`config.mk`:
```
export PLATFORM = sky130hd
export DESIGN_NAME = uart_hs_core
export DESIGN_NICKNAME = d
export VERILOG_FILES = /design/src/rtl/uart_hs_pkg.sv /design/src/rtl/uart_hs_fifo.sv /design/src/rtl/uart_hs_tx.sv /design/src/rtl/uart_hs_rx.sv /design/src/rtl/uart_hs_core.sv
export SDC_FILE = /design/constraint.sdc
export NUM_CORES = 1
export LEC_CHECK = 0
export BUFFER_PORTS_ARGS = -buffer_cell sky130_fd_sc_hd__buf_2
export CORE_MARGIN = 8
export CORE_UTILIZATION = 45
export DETAILED_ROUTE_END_ITERATION = 16
export PLACE_DENSITY = 0.68
export SYNTH_ARGS = -nofsm -noshare
export SYNTH_HDL_FRONTEND = slang
export SYNTH_SLANG_ARGS = --single-unit
```
`constraint.sdc`:
```
create_clock -name clk -period 4.25 [get_ports clk]
set_input_delay 0.85 -clock clk [delete_from_list [all_inputs] [get_ports clk]]
set_output_delay 0.85 -clock clk [all_outputs]
set_load 0.01 [all_outputs]
```
`src/rtl/uart_hs_pkg.sv`:
```
package uart_hs_pkg;

   localparam logic [3:0] IDX_DATA  = 4'd0;
   localparam logic [3:0] IDX_IER   = 4'd1;
   localparam logic [3:0] IDX_FIFO  = 4'd2;
   localparam logic [3:0] IDX_LCR   = 4'd3;
   localparam logic [3:0] IDX_MCR   = 4'd4;
   localparam logic [3:0] IDX_LSR   = 4'd5;
   localparam logic [3:0] IDX_MSR   = 4'd6;
   localparam logic [3:0] IDX_SCR   = 4'd7;
   localparam logic [3:0] IDX_ABAUD = 4'd8;
   localparam logic [3:0] IDX_SPEED = 4'd9;

   typedef enum logic [1:0] {
      SER_IDLE,
      SER_START,
      SER_DATA,
      SER_STOP
   } ser_state_t;

   // log2 of clocks per divisor step: 16, 8 or 4
   function automatic logic [2:0] ratio_shift(input logic [1:0] speed);
      case (speed)
         2'd0:    ratio_shift = 3'd4;
         2'd1:    ratio_shift = 3'd3;
         default: ratio_shift = 3'd2;
      endcase
   endfunction

endpackage

```
`src/rtl/uart_hs_fifo.sv`:
```
module uart_hs_fifo #(
   parameter int WIDTH = 8,
   parameter int DEPTH = 16
) (
   input  logic             clk,
   input  logic             rst_n,
   input  logic             clr,
   input  logic             single,
   input  logic             push,
   input  logic [WIDTH-1:0] din,
   input  logic             pop,
   output logic [WIDTH-1:0] dout,
   output logic             empty,
   output logic             full
);
   localparam int AW = (DEPTH > 1) ? $clog2(DEPTH) : 1;
   localparam int CW = AW + 1;

   initial begin
      if (DEPTH < 2 || (DEPTH & (DEPTH - 1)) != 0)
         $error("uart_hs_fifo: DEPTH must be a power of two >= 2");
   end

   logic [WIDTH-1:0] mem [DEPTH];
   logic [AW-1:0]    wp, rp;
   logic [CW-1:0]    cnt;
   logic             push_ok, pop_ok;

   assign empty   = (cnt == '0);
   assign full    = single ? !empty : (cnt == CW'(DEPTH));
   assign push_ok = push && !full;
   assign pop_ok  = pop && !empty;
   assign dout    = mem[rp];

   always_ff @(posedge clk or negedge rst_n) begin
      if (!rst_n) begin
         wp  <= '0;
         rp  <= '0;
         cnt <= '0;
      end else if (clr) begin
         wp  <= '0;
         rp  <= '0;
         cnt <= '0;
      end else begin
         if (push_ok) wp <= wp + 1'b1;
         if (pop_ok)  rp <= rp + 1'b1;
         case ({push_ok, pop_ok})
            2'b10:   cnt <= cnt + 1'b1;
            2'b01:   cnt <= cnt - 1'b1;
            default: cnt <= cnt;
         endcase
      end
   end

   always_ff @(posedge clk) begin
      if (push_ok && !clr) mem[wp] <= din;
   end

   // a push into a full FIFO with no pop leaves the fill level unchanged
   p_drop_when_full_r7: assert property (@(posedge clk) disable iff (!rst_n)
      (push && full && !pop && !clr) |=> (cnt == $past(cnt)));

   // a clear empties the FIFO on the next edge
   p_clear_empties_r8: assert property (@(posedge clk) disable iff (!rst_n)
      clr |=> empty);

endmodule

```
`src/rtl/uart_hs_tx.sv`:
```
module uart_hs_tx
   import uart_hs_pkg::*;
#(
   parameter int CNT_W = 20
) (
   input  logic             clk,
   input  logic             rst_n,
   input  logic [CNT_W-1:0] bit_len,
   input  logic [1:0]       wlen,
   input  logic             fifo_empty,
   input  logic [7:0]       fifo_data,
   output logic             fifo_pop,
   output logic             busy,
   output logic             txd
);
   ser_state_t       st;
   logic [CNT_W-1:0] cnt;
   logic [2:0]       bidx;
   logic [7:0]       shreg;
   logic             bit_end;

   assign bit_end  = (cnt == bit_len - 1'b1);
   assign fifo_pop = (st == SER_IDLE) && !fifo_empty;
   assign busy     = (st != SER_IDLE);

   always_comb begin
      case (st)
         SER_START: txd = 1'b0;
         SER_DATA:  txd = shreg[0];
         default:   txd = 1'b1;
      endcase
   end

   always_ff @(posedge clk or negedge rst_n) begin
      if (!rst_n) begin
         st    <= SER_IDLE;
         cnt   <= '0;
         bidx  <= '0;
         shreg <= '0;
      end else begin
         case (st)
            SER_IDLE: begin
               if (fifo_pop) begin
                  shreg <= fifo_data;
                  cnt   <= '0;
                  st    <= SER_START;
               end
            end
            SER_START: begin
               if (bit_end) begin
                  cnt  <= '0;
                  bidx <= '0;
                  st   <= SER_DATA;
               end else cnt <= cnt + 1'b1;
            end
            SER_DATA: begin
               if (bit_end) begin
                  cnt   <= '0;
                  shreg <= {1'b0, shreg[7:1]};
                  if (bidx == {1'b1, wlen}) st <= SER_STOP;
                  else bidx <= bidx + 1'b1;
               end else cnt <= cnt + 1'b1;
            end
            default: begin
               if (bit_end) begin
                  cnt <= '0;
                  st  <= SER_IDLE;
               end else cnt <= cnt + 1'b1;
            end
         endcase
      end
   end

   // taking a byte from the FIFO drives the start bit low on the next cycle
   p_start_low_r4: assert property (@(posedge clk) disable iff (!rst_n)
      fifo_pop |=> !txd);

   // the line is high whenever no frame is in progress
   p_idle_high_r4: assert property (@(posedge clk) disable iff (!rst_n)
      !busy |-> txd);

endmodule

```
`src/rtl/uart_hs_rx.sv`:
```
module uart_hs_rx
   import uart_hs_pkg::*;
#(
   parameter int CNT_W = 20
) (
   input  logic             clk,
   input  logic             rst_n,
   input  logic [CNT_W-1:0] bit_len,
   input  logic [CNT_W-1:0] half_len,
   input  logic [1:0]       wlen,
   input  logic             rxd,
   output logic             push,
   output logic [7:0]       data
);
   ser_state_t       st;
   logic [CNT_W-1:0] cnt;
   logic [2:0]       bidx;
   logic [7:0]       shreg;
   logic [1:0]       sync;
   logic             rxs;

   assign rxs  = sync[1];
   assign data = shreg >> (2'd3 - wlen);

   always_ff @(posedge clk or negedge rst_n) begin
      if (!rst_n) sync <= 2'b11;
      else        sync <= {sync[0], rxd};
   end

   always_ff @(posedge clk or negedge rst_n) begin
      if (!rst_n) begin
         st    <= SER_IDLE;
         cnt   <= '0;
         bidx  <= '0;
         shreg <= '0;
         push  <= 1'b0;
      end else begin
         push <= 1'b0;
         case (st)
            SER_IDLE: begin
               if (!rxs) begin
                  cnt <= '0;
                  st  <= SER_START;
               end
            end
            SER_START: begin
               if (cnt == half_len - 1'b1) begin
                  cnt  <= '0;
                  bidx <= '0;
                  st   <= rxs ? SER_IDLE : SER_DATA;
               end else cnt <= cnt + 1'b1;
            end
            SER_DATA: begin
               if (cnt == bit_len - 1'b1) begin
                  cnt   <= '0;
                  shreg <= {rxs, shreg[7:1]};
                  if (bidx == {1'b1, wlen}) st <= SER_STOP;
                  else bidx <= bidx + 1'b1;
               end else cnt <= cnt + 1'b1;
            end
            default: begin
               if (cnt == bit_len - 1'b1) begin
                  cnt  <= '0;
                  push <= rxs;
                  st   <= SER_IDLE;
               end else cnt <= cnt + 1'b1;
            end
         endcase
      end
   end

   // a start bit that is high again at mid-bit returns the receiver to idle
   p_false_start_r5: assert property (@(posedge clk) disable iff (!rst_n)
      (st == SER_START && cnt == half_len - 1'b1 && rxs) |=> (st == SER_IDLE));

endmodule

```
`src/rtl/uart_hs_core.sv`:
```
module uart_hs_core
   import uart_hs_pkg::*;
#(
   parameter int ADDR_W     = 6,
   parameter int DIV_W      = 16,
   parameter int FIFO_DEPTH = 16
) (
   input  logic              clk,
   input  logic              rst_n,
   input  logic              bus_en,
   input  logic              bus_we,
   input  logic [ADDR_W-1:0] bus_addr,
   input  logic [7:0]        bus_wdata,
   output logic [7:0]        bus_rdata,
   input  logic              serial_rx,
   output logic              serial_tx,
   output logic              dtr_o,
   output logic              rts_o
);
   localparam int CNT_W = DIV_W + 4;

   initial begin
      if (ADDR_W < 6)  $error("uart_hs_core: ADDR_W must be at least 6");
      if (DIV_W != 16) $error("uart_hs_core: DIV_W must be 16 (two divisor bytes)");
   end

   // ---------------- bus decode ----------------
   logic       hit, wr, rd, dlab;
   logic [3:0] idx;

   assign idx  = bus_addr[5:2];
   assign hit  = bus_en && (bus_addr[1:0] == 2'b00) && ((bus_addr >> 6) == '0) && (idx <= IDX_SPEED);
   assign wr   = hit && bus_we;
   assign rd   = hit && !bus_we;

   // ---------------- registers ----------------
   logic [7:0] div_lo, div_hi, ier, lcr, scr;
   logic [1:0] mcr, speed;
   logic       fifo_en;

   assign dlab = lcr[7];

   always_ff @(posedge clk or negedge rst_n) begin
      if (!rst_n) begin
         div_lo  <= 8'h01;
         div_hi  <= 8'h00;
         ier     <= 8'h00;
         lcr     <= 8'h03;
         scr     <= 8'h00;
         mcr     <= 2'b00;
         speed   <= 2'b00;
         fifo_en <= 1'b0;
      end else if (wr) begin
         case (idx)
            IDX_DATA:  if (dlab) div_lo <= bus_wdata;
            IDX_IER:   if (dlab) div_hi <= bus_wdata; else ier <= bus_wdata;
            IDX_FIFO:  fifo_en <= bus_wdata[0];
            IDX_LCR:   lcr     <= bus_wdata;
            IDX_MCR:   mcr     <= bus_wdata[1:0];
            IDX_SCR:   scr     <= bus_wdata;
            IDX_SPEED: speed   <= bus_wdata[1:0];
            default:   ;
         endcase
      end
   end

   assign dtr_o = mcr[0];
   assign rts_o = mcr[1];

   // ---------------- baud timing ----------------
   logic [DIV_W-1:0] divisor;
   logic [CNT_W-1:0] bit_len, half_len;

   assign divisor  = ({div_hi, div_lo} == '0) ? DIV_W'(1) : {div_hi, div_lo};
   assign bit_len  = CNT_W'(divisor) << ratio_shift(speed);
   assign half_len = bit_len >> 1;

   // ---------------- FIFOs and shifters ----------------
   logic       tx_push, tx_pop, tx_empty, tx_full, tx_busy, tx_clr;
   logic       rx_push, rx_pop, rx_empty, rx_full, rx_clr;
   logic [7:0] tx_head, rx_head, rx_byte;

   assign tx_push = wr && (idx == IDX_DATA) && !dlab;
   assign rx_pop  = rd && (idx == IDX_DATA) && !dlab;
   assign tx_clr  = wr && (idx == IDX_FIFO) && bus_wdata[2];
   assign rx_clr  = wr && (idx == IDX_FIFO) && bus_wdata[1];

   uart_hs_fifo #(.WIDTH(8), .DEPTH(FIFO_DEPTH)) u_txq (
      .clk(clk), .rst_n(rst_n), .clr(tx_clr), .single(!fifo_en),
      .push(tx_push), .din(bus_wdata), .pop(tx_pop), .dout(tx_head),
      .empty(tx_empty), .full(tx_full)
   );

   uart_hs_fifo #(.WIDTH(8), .DEPTH(FIFO_DEPTH)) u_rxq (
      .clk(clk), .rst_n(rst_n), .clr(rx_clr), .single(!fifo_en),
      .push(rx_push), .din(rx_byte), .pop(rx_pop), .dout(rx_head),
      .empty(rx_empty), .full(rx_full)
   );

   uart_hs_tx #(.CNT_W(CNT_W)) u_tx (
      .clk(clk), .rst_n(rst_n), .bit_len(bit_len), .wlen(lcr[1:0]),
      .fifo_empty(tx_empty), .fifo_data(tx_head), .fifo_pop(tx_pop),
      .busy(tx_busy), .txd(serial_tx)
   );

   uart_hs_rx #(.CNT_W(CNT_W)) u_rx (
      .clk(clk), .rst_n(rst_n), .bit_len(bit_len), .half_len(half_len),
      .wlen(lcr[1:0]), .rxd(serial_rx), .push(rx_push), .data(rx_byte)
   );

   // ---------------- status and read mux ----------------
   logic lsr_dr, lsr_thre, lsr_temt;

   assign lsr_dr   = !rx_empty;
   assign lsr_thre = tx_empty;
   assign lsr_temt = tx_empty && !tx_busy;

   always_comb begin
      bus_rdata = 8'h00;
      if (rd) begin
         case (idx)
            IDX_DATA: bus_rdata = dlab ? div_lo : rx_head;
            IDX_IER:  bus_rdata = dlab ? div_hi : ier;
            IDX_FIFO: bus_rdata = {fifo_en, fifo_en, 6'b000001};
            IDX_LCR:  bus_rdata = lcr;
            IDX_MCR:  bus_rdata = {6'b0, mcr};
            IDX_LSR:  bus_rdata = {1'b0, lsr_temt, lsr_thre, 4'b0, lsr_dr};
            IDX_SCR:  bus_rdata = scr;
            IDX_SPEED: bus_rdata = {6'b0, speed};
            default:  bus_rdata = 8'h00;
         endcase
      end
   end

   // transmitter-empty never shows while the holding FIFO still has data
   p_temt_needs_thre_r9: assert property (@(posedge clk) disable iff (!rst_n)
      lsr_temt |-> lsr_thre);

   // the DTR pin follows the written modem-control bit
   p_dtr_follows_r10: assert property (@(posedge clk) disable iff (!rst_n)
      (wr && idx == IDX_MCR) |=> (dtr_o == $past(bus_wdata[0])));

   // a completed frame makes data-ready visible on the next cycle
   p_push_sets_dr_r5: assert property (@(posedge clk) disable iff (!rst_n)
      (rx_push && !rx_clr && !rx_full) |=> lsr_dr);

endmodule

```
==> flow_metrics.env <==
export IMPL_status="complete, no violations"
export IMPL_rrSetupSlack_ps=280
export IMPL_area_growth_pct=12.21
export IMPL_skew_ps=21.62
export IMPL_drive_above_1_share_pct=22.12
export IMPL_core_um2=43170
export IMPL_synth_xor_area_share_pct=5.818
export IMPL_synth_area_leader_cell="edfxtp_1"
export IMPL_dp_hpwl_mm=31.46
export IMPL_synthAdderAreaFrac_pct=1.901
export IMPL_r2r_cells=14
export IMPL_avgSynthCellArea_um2=13.58
export IMPL_hold_violations=0
export IMPL_dr_pass1_iters=5
export IMPL_clock_path_buffers=3
export IMPL_slew_headroom_pct=13.08
export IMPL_grt_pass1_vias=12490
export IMPL_crit_fanout=8
export IMPL_die_x_um=225.5
export IMPL_peakVddDrop_v=0.0004298
export IMPL_dp_cells=2043
export IMPL_die_h_um=225.5
export IMPL_hp_class="in -> async"
export IMPL_clock_latency_ps=580
export IMPL_design_area_um2=22150
export IMPL_tightest_slew_ps=1268
export IMPL_synthCells=1454
export IMPL_synth_top_family_by_area="multiplexers"
export IMPL_yosysWarningCount=0
export IMPL_period_minus_slack_ps=3970
export IMPL_antenna_found_initial=0
export IMPL_synth_edf_count=256
export IMPL_dominantRegCellSynth="edfxtp_1"
export IMPL_vias=12310
export IMPL_path_clk_slew_ps=60
export IMPL_grt_pass1_wl_mm=72.29
export IMPL_grtUsageTotal_pct=18.25
export IMPL_numCtsBuffers=43
export IMPL_antenna_cells=0
export IMPL_dpl_cell_area_um2=20730
export IMPL_synthArstFlopShare_pct=35.35
export IMPL_ys_seq_area_share_pct=56.71
export IMPL_synth_seq_cells=396
export IMPL_nets=1551
export IMPL_worstPathArrival_ps=4420
export IMPL_tritoncts="done"
export IMPL_htreeDepth=2
export IMPL_crit_path_start_kind="register"
export IMPL_crit_type="reg -> reg"
export IMPL_wl_per_cell_um=21.61
export IMPL_worstPathRequired_ps=4700
export IMPL_rows=76
export IMPL_initial_core_util_pct=45.73
export IMPL_totalWireLength_mm=45.85
export IMPL_ios=30
export IMPL_rsz0062_at_grt="no"
export IMPL_synth_cell_types=92
export IMPL_drt_iter0_drc=1015
export IMPL_cp_end_kind="register"
export IMPL_die_area_um2=50830
export IMPL_leakagePower_uw=0.008647
export IMPL_r2r_start="div_hi[3]$_DFFE_PN0P_"
export IMPL_grt_max_degree=78
export IMPL_stdcell_count=2122
export IMPL_synth_top_cell_area_share_pct=38.94
export IMPL_synth_compound_area_share_pct=6.743
export IMPL_drtAntennaViolNets=0
export IMPL_netlist_top_cells_area="edfxtp_1, dfrtp_1, mux4_2, mux2_2, xnor2_1"
export IMPL_cts_root_buf="clkbuf_16"
export IMPL_gp_congestion=0.9044
export IMPL_vias_per_cell=5.801
export IMPL_reg2reg_to="u_rx.cnt[0]$_DFFE_PN0N_"
export IMPL_setup_violations=0
export IMPL_gr_total_overflow=0
export IMPL_powerDensity_nw_per_um2=394.6
export IMPL_max_freq_ghz=0.2519
export IMPL_slew_violations=0
export IMPL_drc=0
export IMPL_period_share_pct=93.41
export IMPL_clock_sinks=396
export IMPL_nFillCells=3641
export IMPL_maxCapViolCount=0
export IMPL_port_buffers=29
export IMPL_synth_mux_area_share_pct=14.88
export IMPL_synth_simple_area_share_pct=11.46
export IMPL_mappedNetlistArea_um2=19740
export IMPL_fin_setup_tns_ps=0
[through the flow]
stage | setup WS [ps] | hold slack (ps) | utilization, % | total power [uW]
CTS | 163.9 | 341.6 | 51.20 | 8822
detailed placement | 190.2 | 348.8 | 48.02 | 5197
floorplan | 114.0 | 345.2 | - | 4941
finish | 280.0 | 339.3 | 51.31 | 8742
global route | 27.32 | 361.3 | 51.31 | 9066
global placement | 208.1 | 348.6 | 48.02 | 5172
[cell usage after synthesis, types with 11 or more instances]
library cell and n:
buf_1 16, nor2_1 98, nand2b_1 13, nand2_1 89
mux2_2 76, and2_1 41, xnor2_1 67, a21oi_1 32
mux4_2 80, and3_1 29, nand3_1 32, nand4_1 16
xor2_1 33, dfrtp_1 135, nor4_1 11, a31oi_1 14
edfxtp_1 256, o21ai_0 44, ha_1 26, mux2i_1 25
inv_1 29, buf_2 12, a21o_1 13, clkbuf_1 45
nor3_1 32
[layer usage]
layer | global-route usage [%] | up-vias | share of wire (%)
met1 | 24.09 | 6284 | 43
met4 | 6.415 | 0 | 2.8
met5 | 0 | - | 0
met3 | 2.798 | 80 | 4.8
met2 | 30.45 | 323 | 49
li1 | - | 5623 | -
[placed cells by master, fill, tap and decap left out, types with 29 or more instances in the layout]
cell,count
and2_1,41
nor2_1,98
nand2_1,89
inv_1,29
clkbuf_16,43
xnor2_1,67
a21oi_1,32
mux2_2,76
mux4_2,80
o21ai_0,44
nand3_1,32
dfrtp_1,133
buf_4,54
and3_1,29
nor3_1,29
edfxtp_1,256
xor2_1,33
[what timing repair did]
action | in CTS | in global routing
hold buffers | 0 | 0
setup endpoints to repair | 0 | 14
resized for setup | 0 | 8
setup buffers | 0 | 0
[cell type report]
| cell class | count | area (um^2) | share of cell area, % |
|---|---|---|---|
| Timing Repair Buffer | 86 | 616.8 | 2.785 |
| Inverter | 31 | 116.4 | 0.5253 |
| Clock inverter | 26 | 235.2 | 1.062 |
| Tap cell | 585 | 732.0 | 3.304 |
| Multi-Input combinational cell | 946 | 8113 | 36.62 |
| Sequential cell | 396 | 11200 | 50.56 |
| Clock buffer | 52 | 1140 | 5.145 |
[worst max-delay path: stages, from the launching register on]
cell	delay, ps
dfrtp_1	490
nor3_2	100
and4_1	240
o21ai_1	220
ha_1	270
and2_1	160
nand2_1	70
a211oi_1	280
xor2_1	240
xnor2_1	90
or4_1	570
nor3_1	170
and4_1	430
o21ai_1	220
mux2_2	300
[registers in the layout, summed over array words and instances (netlist names), 20 cells and up]
register	count
u_rxq.mem	128
u_tx.cnt	20
u_txq.mem	128
u_rx.cnt	20
[kinds of logic after synthesis]
kind of cell	Yosys count
muxes	183
xor gates and xnor gates	112
other	1
and+or+nand+nor	427
AOI/OAI and AO/OA	192
adders and majority gates	29
buffers and inverters	114
DFF	396
[power by group]
part           switching (uW)  total, uW  internal, uW
combinational             421        746           324
clock                    1560       3610          2050
sequential                153       4380          4230
[worst max path at each step]
stage	cells after the start	end	start	slack [ps]
floorplan	17	u_rx.bidx[0]$_DFFE_PN0P_	div_lo[3]$_DFFE_PN0P_	110
global placement	15	u_rx.bidx[0]$_DFFE_PN0P_	div_lo[1]$_DFFE_PN0P_	210
detailed placement	15	u_rx.bidx[0]$_DFFE_PN0P_	div_hi[1]$_DFFE_PN0P_	190
CTS	15	u_rx.bidx[0]$_DFFE_PN0P_	div_hi[1]$_DFFE_PN0P_	160
global route	14	u_rx.bidx[0]$_DFFE_PN0P_	div_hi[3]$_DFFE_PN0P_	30
finish	14	u_rx.cnt[0]$_DFFE_PN0N_	div_hi[3]$_DFFE_PN0P_	280
Note: power is estimated with default switching activity, not from simulation.
